===== src/rtl/cfgi2c_pkg.sv =====
package cfgi2c_pkg;

    localparam int NREG    = 7;
    localparam int FLT_IDX = NREG - 1;
    localparam int BYTE_W  = 8;
    localparam int PTR_W   = 4;
    localparam int CNT_W   = $clog2(BYTE_W + 1);
    localparam int CFG_W   = BYTE_W * (NREG - 1);
    localparam logic [3:0] DEV_TYPE = 4'b1001;

    typedef enum logic [3:0] {
        L_IDLE, L_ADDR, L_ADDR_ACK, L_REG, L_REG_ACK,
        L_WDAT, L_WDAT_ACK, L_RDAT, L_RDAT_ACK, L_SKIP
    } lnk_st_e;

    function automatic logic [BYTE_W-1:0] reg_default(input int idx);
        case (idx)
            0:       return 8'hB4;
            1:       return 8'h69;
            2:       return 8'h41;
            3:       return 8'h28;
            4:       return 8'hF1;
            5:       return 8'h21;
            default: return 8'h00;
        endcase
    endfunction

    function automatic logic [CFG_W-1:0] cfg_default_vec();
        logic [CFG_W-1:0] v;
        v = '0;
        for (int k = 0; k < NREG - 1; k++) v[k*BYTE_W +: BYTE_W] = reg_default(k);
        return v;
    endfunction

endpackage


===== src/rtl/cfgi2c_filt.sv =====
module cfgi2c_filt #(
    parameter int STAGES   = 2,
    parameter int FILT_LEN = 3
) (
    input  logic clk,
    input  logic rst_n,
    input  logic raw,
    output logic clean
);
    localparam int CW = $clog2(FILT_LEN + 1);

    typedef struct packed {
        logic [STAGES-1:0] sync;
        logic [CW-1:0]     cnt;
        logic              lvl;
    } flt_t;

    flt_t q, d;

    always_comb begin
        d      = q;
        d.sync = {q.sync[STAGES-2:0], raw};
        if (q.sync[STAGES-1] != q.lvl) begin
            if (q.cnt == CW'(FILT_LEN - 1)) begin
                d.lvl = q.sync[STAGES-1];
                d.cnt = '0;
            end else begin
                d.cnt = q.cnt + 1'b1;
            end
        end else begin
            d.cnt = '0;
        end
    end

    always_ff @(posedge clk or negedge rst_n) begin
        if (!rst_n) begin
            q.sync <= '1;
            q.cnt  <= '0;
            q.lvl  <= 1'b1;
        end else begin
            q <= d;
        end
    end

    assign clean = q.lvl;
endmodule


===== src/rtl/cfgi2c_link.sv =====
module cfgi2c_link
    import cfgi2c_pkg::*;
(
    input  logic              clk,
    input  logic              rst_n,
    input  logic              scl,
    input  logic              sda,
    input  logic              a2,
    input  logic [1:0]        strap,
    input  logic [BYTE_W-1:0] rd_data,
    output logic              sda_oe,
    output logic [BYTE_W-1:0] byte_o,
    output logic              ptr_ld,
    output logic              wr_stb,
    output logic              rd_take
);
    typedef struct packed {
        lnk_st_e           st;
        logic              scl_p;
        logic              sda_p;
        logic [CNT_W-1:0]  cnt;
        logic [BYTE_W-1:0] sh;
        logic              rw;
        logic              oe;
        logic              ptr_ld;
        logic              wr_stb;
        logic              rd_take;
    } lnk_t;

    lnk_t q, d;
    logic rise, fall, start, stop, hit, done8;

    always_comb begin
        rise  = scl & ~q.scl_p;
        fall  = ~scl & q.scl_p;
        start = scl & q.scl_p & q.sda_p & ~sda;
        stop  = scl & q.scl_p & ~q.sda_p & sda;
        hit   = (q.sh[7:4] == DEV_TYPE) && (q.sh[3] == a2) && (q.sh[2:1] == strap);
        done8 = (q.cnt == CNT_W'(BYTE_W));

        d         = q;
        d.scl_p   = scl;
        d.sda_p   = sda;
        d.ptr_ld  = 1'b0;
        d.wr_stb  = 1'b0;
        d.rd_take = 1'b0;

        if (start) begin
            d.st  = L_ADDR;
            d.cnt = '0;
            d.oe  = 1'b0;
        end else if (stop) begin
            d.st  = L_IDLE;
            d.cnt = '0;
            d.oe  = 1'b0;
        end else begin
            case (q.st)
                L_ADDR, L_REG, L_WDAT: begin
                    if (rise && !done8) begin
                        d.sh  = {q.sh[BYTE_W-2:0], sda};
                        d.cnt = q.cnt + 1'b1;
                    end else if (fall && done8) begin
                        d.cnt = '0;
                        if (q.st == L_ADDR) begin
                            if (hit) begin
                                d.oe = 1'b1;
                                d.rw = q.sh[0];
                                d.st = L_ADDR_ACK;
                            end else begin
                                d.st = L_SKIP;
                            end
                        end else if (q.st == L_REG) begin
                            d.oe     = 1'b1;
                            d.ptr_ld = 1'b1;
                            d.st     = L_REG_ACK;
                        end else begin
                            d.oe     = 1'b1;
                            d.wr_stb = 1'b1;
                            d.st     = L_WDAT_ACK;
                        end
                    end
                end
                L_ADDR_ACK: begin
                    if (fall) begin
                        if (q.rw) begin
                            d.st      = L_RDAT;
                            d.sh      = rd_data;
                            d.oe      = ~rd_data[BYTE_W-1];
                            d.rd_take = 1'b1;
                            d.cnt     = '0;
                        end else begin
                            d.oe = 1'b0;
                            d.st = L_REG;
                        end
                    end
                end
                L_REG_ACK: begin
                    if (fall) begin
                        d.oe = 1'b0;
                        d.st = L_WDAT;
                    end
                end
                L_WDAT_ACK: begin
                    if (fall) begin
                        d.oe = 1'b0;
                        d.st = L_SKIP;
                    end
                end
                L_RDAT: begin
                    if (fall) begin
                        if (q.cnt == CNT_W'(BYTE_W - 1)) begin
                            d.oe = 1'b0;
                            d.st = L_RDAT_ACK;
                        end else begin
                            d.sh  = {q.sh[BYTE_W-2:0], 1'b0};
                            d.oe  = ~q.sh[BYTE_W-2];
                            d.cnt = q.cnt + 1'b1;
                        end
                    end
                end
                L_RDAT_ACK: begin
                    if (fall) d.st = L_SKIP;
                end
                default: ;
            endcase
        end
    end

    always_ff @(posedge clk or negedge rst_n) begin
        if (!rst_n) begin
            q.st      <= L_IDLE;
            q.scl_p   <= 1'b1;
            q.sda_p   <= 1'b1;
            q.cnt     <= '0;
            q.sh      <= '0;
            q.rw      <= 1'b0;
            q.oe      <= 1'b0;
            q.ptr_ld  <= 1'b0;
            q.wr_stb  <= 1'b0;
            q.rd_take <= 1'b0;
        end else begin
            q <= d;
        end
    end

    assign sda_oe  = q.oe;
    assign byte_o  = q.sh;
    assign ptr_ld  = q.ptr_ld;
    assign wr_stb  = q.wr_stb;
    assign rd_take = q.rd_take;
endmodule


===== src/rtl/cfgi2c_regs.sv =====
module cfgi2c_regs
    import cfgi2c_pkg::*;
#(
    parameter int A2_BIT = 0
) (
    input  logic              clk,
    input  logic              rst_n,
    input  logic              ptr_ld,
    input  logic              wr_stb,
    input  logic              rd_take,
    input  logic [BYTE_W-1:0] byte_i,
    input  logic              wr_open,
    input  logic              flt_cap,
    input  logic [BYTE_W-1:0] flt_word,
    input  logic              flt_present,
    output logic [BYTE_W-1:0] rd_data,
    output logic [CFG_W-1:0]  cfg_o,
    output logic              a2
);
    typedef struct packed {
        logic [NREG-1:0][BYTE_W-1:0] r;
        logic [PTR_W-1:0]            ptr;
    } reg_t;

    reg_t q, d;

    always_comb begin
        d = q;
        if (ptr_ld)  d.ptr = byte_i[PTR_W-1:0];
        if (rd_take) d.ptr = q.ptr + 1'b1;
        if (wr_stb) begin
            d.ptr = q.ptr + 1'b1;
            if (wr_open) begin
                for (int i = 0; i < FLT_IDX; i++)
                    if (q.ptr == PTR_W'(i)) d.r[i] = byte_i;
                if (q.ptr == PTR_W'(FLT_IDX) && !flt_present) d.r[FLT_IDX] = '0;
            end
        end
        if (flt_cap) d.r[FLT_IDX] = flt_word;
    end

    always_ff @(posedge clk or negedge rst_n) begin
        if (!rst_n) begin
            for (int i = 0; i < NREG; i++) q.r[i] <= reg_default(i);
            q.ptr <= '0;
        end else begin
            q <= d;
        end
    end

    always_comb begin
        rd_data = '0;
        for (int i = 0; i < NREG; i++)
            if (q.ptr == PTR_W'(i)) rd_data = q.r[i];
    end

    for (genvar k = 0; k < NREG - 1; k++) begin : g_cfg
        assign cfg_o[k*BYTE_W +: BYTE_W] = q.r[k];
    end

    assign a2 = q.r[0][A2_BIT];
endmodule


===== src/rtl/cfgi2c_top.sv =====
module cfgi2c_top
    import cfgi2c_pkg::*;
#(
    parameter int SYNC_STAGES = 2,
    parameter int FILT_LEN    = 3,
    parameter int A2_BIT      = 0
) (
    input  logic              clk,
    input  logic              rst_n,
    input  logic              scl_i,
    input  logic              sda_i,
    output logic              sda_oe,
    input  logic [1:0]        strap_a,
    input  logic              man_rst_n,
    input  logic              pwr_on_n,
    input  logic              flt_cap,
    input  logic [BYTE_W-1:0] flt_word,
    input  logic              flt_present,
    output logic [CFG_W-1:0]  cfg_o
);
    logic              scl_f, sda_f;
    logic              a2;
    logic [BYTE_W-1:0] rd_data, byte_x;
    logic              ptr_ld, wr_stb, rd_take;
    logic              wr_open;

    assign wr_open = ~man_rst_n & pwr_on_n;

    cfgi2c_filt #(.STAGES(SYNC_STAGES), .FILT_LEN(FILT_LEN)) u_scl_filt (
        .clk(clk), .rst_n(rst_n), .raw(scl_i), .clean(scl_f)
    );

    cfgi2c_filt #(.STAGES(SYNC_STAGES), .FILT_LEN(FILT_LEN)) u_sda_filt (
        .clk(clk), .rst_n(rst_n), .raw(sda_i), .clean(sda_f)
    );

    cfgi2c_link u_link (
        .clk(clk), .rst_n(rst_n), .scl(scl_f), .sda(sda_f),
        .a2(a2), .strap(strap_a), .rd_data(rd_data),
        .sda_oe(sda_oe), .byte_o(byte_x),
        .ptr_ld(ptr_ld), .wr_stb(wr_stb), .rd_take(rd_take)
    );

    cfgi2c_regs #(.A2_BIT(A2_BIT)) u_regs (
        .clk(clk), .rst_n(rst_n), .ptr_ld(ptr_ld), .wr_stb(wr_stb),
        .rd_take(rd_take), .byte_i(byte_x), .wr_open(wr_open),
        .flt_cap(flt_cap), .flt_word(flt_word), .flt_present(flt_present),
        .rd_data(rd_data), .cfg_o(cfg_o), .a2(a2)
    );
endmodule


===== config.mk =====
export PLATFORM = sky130hd
export DESIGN_NAME = cfgi2c_top
export DESIGN_NICKNAME = d
export VERILOG_FILES = /design/src/rtl/cfgi2c_pkg.sv /design/src/rtl/cfgi2c_filt.sv /design/src/rtl/cfgi2c_link.sv /design/src/rtl/cfgi2c_regs.sv /design/src/rtl/cfgi2c_top.sv
export SDC_FILE = /design/constraint.sdc
export NUM_CORES = 1
export LEC_CHECK = 0
export BUFFER_PORTS_ARGS = -buffer_cell sky130_fd_sc_hd__buf_2
export CORE_MARGIN = 2
export CORE_UTILIZATION = 45
export CTS_BUF_LIST = sky130_fd_sc_hd__clkbuf_4 sky130_fd_sc_hd__clkbuf_8
export CTS_CLUSTER_DIAMETER = 200
export DETAILED_ROUTE_END_ITERATION = 10
export PLACE_DENSITY = 0.67
export SYNTH_ARGS = -nofsm -noshare
export SYNTH_HDL_FRONTEND = slang
export SYNTH_SLANG_ARGS = --single-unit

===== constraint.sdc =====
create_clock -name clk -period 2.2 [get_ports clk]
set_input_delay 0.44 -clock clk [delete_from_list [all_inputs] [get_ports clk]]
set_output_delay 0.44 -clock clk [all_outputs]
set_load 0.03 [all_outputs]

=== Yosys cells after proc, flatten, opt, wreduce, memory -nomap -nowiden ===
Cells that the tools add are included.

* Register bits: 93
* Bits in latches: 0
* Memory bits (writable): 0
* Memory bits (read-only): 0
* Memories kept: 0

* $lt $le $gt $ge: 0
* Mux-type cells: 68
* Shift operators: 0
* Bitwise logic cells: 18
* $mul: 0
* Equality and inequality tests: 40
* Add/sub/neg operators: 4
* Divide/modulo/power cells: 0
* Reductions and logical operators: 33

{| class="wikitable"
|+ Operator list
! operator !! count
|-
| 8-bit two-way mux || 16
|-
| 4-bit two-way mux || 17
|-
| 60-bit two-way mux || 1
|-
| 56-bit two-way mux || 1
|-
| 12-bit two-way mux || 4
|-
| 12-bit one-hot mux with 3 select lines || 1
|-
| 4-bit by 3-bit equality test with 1-bit output, second input constant || 8
|-
| 4-bit by 1-bit inequality test with 1-bit output, second input constant || 8
|-
| 3-bit AND reduction || 7
|-
| 4-bit one-hot mux with 5 select lines || 1
|-
| 4-bit by 2-bit equality test with 1-bit output, second input constant || 4
|-
| 8-bit AND reduction || 2
|-
| 3-bit two-way mux || 5
|-
| 1-bit two-way mux || 14
|-
| 2-bit two-way mux || 7
|-
| 7-bit AND reduction || 2
|-
| 4-bit equality test, second input constant || 3
|-
| 1-bit inverter || 10
|-
| 4-bit by 1-bit adder with 4-bit output, second input constant || 2
|-
| 1-bit AND || 8
|-
| 4-bit by 1-bit equality test with 1-bit output, second input constant || 2
|-
| 2-bit by 1-bit inequality test with 1-bit output, second input constant || 4
|-
| 4-bit by 2-bit inequality test with 1-bit output, second input constant || 2
|-
| 7-bit nonzero test || 1
|-
| 20 further kinds || 33
|}

=== Depth between registers and ports, before layout ===
* Word-level depth: 14
* Gate-level depth with buffers: 9

=== Modules after synthesis ===
Synthesis repeated with hierarchy kept, for this count alone.

* Cells, all modules: 476
* Area total of the unflattened synthesis: 5248.8 um^2

{| class="wikitable"
|+ Modules (own cells, without submodules)
! module !! cells an instance !! seq. area each (um^2) !! area an instance (um^2) !! instances
|-
| cfgi2c_regs || 280 || 1525.2 || 3224.3 || 1
|-
| cfgi2c_link || 175 || 578.1 || 1652.8 || 1
|-
| cfgi2c_filt || 10 || 128.9 || 178.9 || 2
|-
| cfgi2c_top || 1 || 0.0 || 13.8 || 1
|}

=== Worst setup path before layout ===
No wires, ideal clock.

* Path type: register to register
* Start: register u_regs.q[1] (netlist bit)
* End: register u_regs.q, in the netlist u_regs.cfg_o[44]
* Cell stages (with the launch flop): 8
* Required time: 2.075 ns
* Setup slack: 0.065 ns
* Clock period less this slack: 2.135 ns
* Setup time: 0.125 ns
* Data arrival time: 2.010 ns
* Cells stage by stage: dfrtp_1 inv_1 ha_1 clkbuf_1 clkbuf_1 nand2_1 nor2_2 mux2_2

* Word-level cells in the longest chain between the ends: 2

{| class="wikitable"
|+ RTL lines
! item !! RTL line !! source
|-
| start, declared || cfgi2c_regs.sv:25 || <nowiki>reg_t q, d;</nowiki>
|-
| 4-bit by 3-bit equality test with 1-bit output || cfgi2c_regs.sv:35 || <nowiki>if (q.ptr == PTR_W'(i)) d.r[i] = byte_i;</nowiki>
|-
| 3-bit AND reduction (no line) || n/a ||
|}

Every way passes these cells.
A chain may end at the register's enable or synchronous reset.

=== Worst setup path after layout ===
* Start: register u_regs.q[0] (netlist bit)
* End: register u_link.q, in the netlist u_link.sda_oe

* Word-level cells in the longest chain between the ends: 14

{| class="wikitable"
|+ RTL lines
! item !! RTL line !! source
|-
| 4-bit logical NOT || cfgi2c_regs.sv:54 || <nowiki>if (q.ptr == PTR_W'(i)) rd_data = q.r[i];</nowiki>
|-
| 8-bit two-way mux (6 in a row) || cfgi2c_regs.sv:54 ||
|-
| 8-bit two-way mux (*) || cfgi2c_regs.sv:54 ||
|-
| 1-bit inverter (*) || cfgi2c_link.sv:88 || <nowiki>d.oe = ~rd_data[BYTE_W-1];</nowiki>
|-
| 1-bit two-way mux (*) || cfgi2c_link.sv:85 || <nowiki>if (q.rw) begin</nowiki>
|-
| 1-bit two-way mux (*) || cfgi2c_link.sv:84 || <nowiki>if (fall) begin</nowiki>
|-
| 1-bit one-hot mux with 4 select lines (*) || cfgi2c_link.sv:57 || <nowiki>case (q.st)</nowiki>
|-
| 1-bit two-way mux (*) || cfgi2c_link.sv:52 || <nowiki>end else if (stop) begin</nowiki>
|-
| 1-bit two-way mux (*) || cfgi2c_link.sv:48 || <nowiki>if (start) begin</nowiki>
|-
| end, declared || cfgi2c_link.sv:30 || <nowiki>lnk_t q, d;</nowiki>
|}

Every way passes the cells marked *; elsewhere a longest branch is shown, timed or not. The select of a mux whose other input is x is not followed.

==> flow_summary.yaml <==
synthesis:
  yosys-top-cells-area: "dfrtp_1 (33%), dfstp_2 (14%), mux2_1 (9.1%)"
  async_flop_share_pct: 100
  synth_enable_flop_cells: 0
  ys.warnings.count: 0
  netlist_instances: 491
  syn_area_per_cell_um2: 10.3
  synth_common_cells: "dfrtp_1 (66), buf_4 (48), nand2_1 (44)"
  synth_cell_types: 52
  ys_seq_elements: 93
  synth.cell_area_um2: 5060
  synth_top_cell_by_area: "dfrtp_1"
  yosysMostFrequentCell: "dfrtp_1"
  ys.flop_type: "dfrtp_1"
  synth_seq_area_share_pct: 46.7
  synth.top_cell.area_share_pct: 32.6
  synth_nets: 515
cts:
  clockBufferDepth: 2
  htreeDepth: 3
  cts_buffers: 9
  cts-resized-gates: 0
  cts_sinks: 93
  root_buffer: "clkbuf_8"
  clk_pin_slew_ps: 90
  clock_latency_ps: 380
  cts_tree: "done"
run_status:
  status: "completed"
hold_path:
  whs_path_depth: 1
  hp-class: "in2reg"
placement:
  gp_congestion: 0.869
  dp_hpwl_um: 8950
  placed_cells: 653
  portBuffers: 66
  placed_area_um2: 5340
  place_ws_ps: 153
layout:
  design_area_um2: 5550
  antenna_cells: 0
  utilization_pct: 50.9
  drive_above_1_share_pct: 29.8
  stdcell_count: 670
  area_delta_synth_final_pct: 9.62
  layout.nets: 549
grt:
  grt_max_degree: 44
  antenna_found_initial: 0
  grt_pass1_vias: 3781
  globalRouteOverflowTotal: 0
  grt.total_usage_pct: 21.5
  grt_pass1_wl_um: 19600
floorplanning:
  io_pins: 67
  core_um2: 10900
  fp-row-count: 38
  die_w_um: 110
  die_y_um: 110
  die_area_um2: 12100
  initial_utilization_pct: 46.5
worst_setup_path:
  r2r-start: "u_regs.q[0]"
  r2r-end: "u_link.sda_oe"
  arrival_ps: 2310
  crit_type: "reg2reg"
  endpoint: "u_link.sda_oe"
  end_kind: "flip-flop"
  crit_path_start_kind: "flip-flop"
  crit_fanout: 8
  reg2regPathDepth: 6
  crit_required_ps: 2460
  worstSetupStartpoint: "u_regs.q[0]"
  r2r_setup_slack_ps: 150
route:
  vias: 3819
  drt_wl_total_um: 12200
  drt-initial-drc-count: 261
  antenna_left: 0
  drt_pass1_iterations: 4
  drc: 0
  vias_per_cell: 5.70
  wl_per_cell_um: 18.2
timing:
  rsz0062_at_grt: "no"
  max_freq_mhz: 487
  fin_crit_ps: 2050
  finalCritPeriodShare_pct: 93.3
  tns_ps: 0
  drv_slew: 0
  hold_slack_ps: 159
  worst_pin_slew_ps: 479
  setup_viol: 0
  finClkSkew_ps: 13.2
  slew_headroom_pct: 67.9
  finalHoldViolations: 0
  finalWorstSetupSlack_ps: 147
power_and_ir_drop:
  p_per_area_nw_per_um2: 953
  pwr-share-comb_pct: 35.6
  p_leak_nw: 2.60
  switching_share_pct: 37.5
  clkPwrFrac_pct: 22.4
  switching_power_mw: 1.99
  peakVddDrop_uv: 542
  internal_power_mw: 3.30
  finalPower_mw: 5.29
  seqPwrFrac_pct: 42.1
job:
  cap_violations: 0
-- sequential cells by signal, indices dropped and copies added, names as in the netlist, 3 cells and up --
signal and count:
u_link.byte_o 8, u_scl_filt.q 3, u_link.q 11, u_regs.cfg_o 47, u_regs.q 12, u_sda_filt.q 3
-- power by group through the flow --
stage	clock network, mW	registers, mW	logic (mW)
global placement	0	2.24	1.86
floorplan	0	2.15	1.34
global route	1.29	2.26	2.10
CTS	1.21	2.22	1.87
detailed placement	0	2.25	1.86
finish	1.18	2.22	1.88
-- cells by family after synthesis --
logic type	share of synthesized area [%]
adder cells (fa/ha/maj)	1.48
AND/OR/NAND/NOR	12.2
multiplexers	12.1
buffers and inverters	10.7
flip-flops	46.7
AO/OA/AOI/OAI	15.9
XOR/XNOR	1.04
-- per-layer routing --
metal / part of all wire, % / track usage [%] / vias up
met3: 5.3 / 4.94 / 16
met4: 1.6 / 6.96 / 0
li1: - / - / 1790
met5: 0 / 0 / -
met2: 49 / 36.2 / 109
met1: 44 / 27.3 / 1904
-- worst min path at each step --
stage	startpoint	to	slack (ps)
final	scl_i	u_scl_filt.d[4]	160
after global placement	u_sda_filt.d[4]	u_sda_filt.q[4]	350
after CTS	scl_i	u_scl_filt.d[4]	140
after detailed placement	u_sda_filt.d[4]	u_sda_filt.q[4]	350
after floorplan	rst_n	u_link.byte_o[0]	140
after global routing	sda_i	u_sda_filt.d[4]	130
-- cells in the final DEF (no fill, tap or decap), drive strengths merged, types with 2 or more instances in the layout --
| master | instances |
|---|---|
| o22ai | 2 |
| a21oi | 30 |
| nand2b | 7 |
| a31oi | 13 |
| inv | 17 |
| dfstp | 27 |
| a311oi | 2 |
| xnor2 | 5 |
| o2111ai | 6 |
| a221oi | 8 |
| and3 | 3 |
| nor3b | 3 |
| nor2 | 20 |
| clkbuf | 9 |
| nand4 | 3 |
| nand3 | 10 |
| mux2i | 6 |
| a211oi | 4 |
| a211o | 2 |
| o21ai | 23 |
| buf | 99 |
| a221o | 6 |
| a22oi | 2 |
| a22o | 8 |
| o31ai | 3 |
| nand2 | 44 |
| o221ai | 3 |
| clkinv | 3 |
| nor2b | 12 |
| nor3 | 11 |
| ha | 6 |
| nand3b | 5 |
| mux2 | 49 |
| dfrtp | 66 |
-- critical path, stage by stage, from the launching register on --
cell and delay (ps):
dfrtp_1 440, inv_1 90, ha_1 310, a2111oi_0 470, a221oi_1 210, a311oi_1 310
mux2i_1 110
-- what timing repair did --
item | CTS | global route
endpoints found under the hold margin | 17 | 0
hold buffers | 1 | 0
buffers inserted | 0 | 0
-- final cells by class --
class / count / area (um2)
timing repair buffer: 100 / 603
tap: 140 / 175
clock inverter: 7 / 71.3
multi-input combinational: 307 / 2160
sequential: 93 / 2360
fill: 988 / 5340
clock buffer: 9 / 124
inverter: 14 / 52.6
Note: power is estimated with default switching activity, not from simulation.
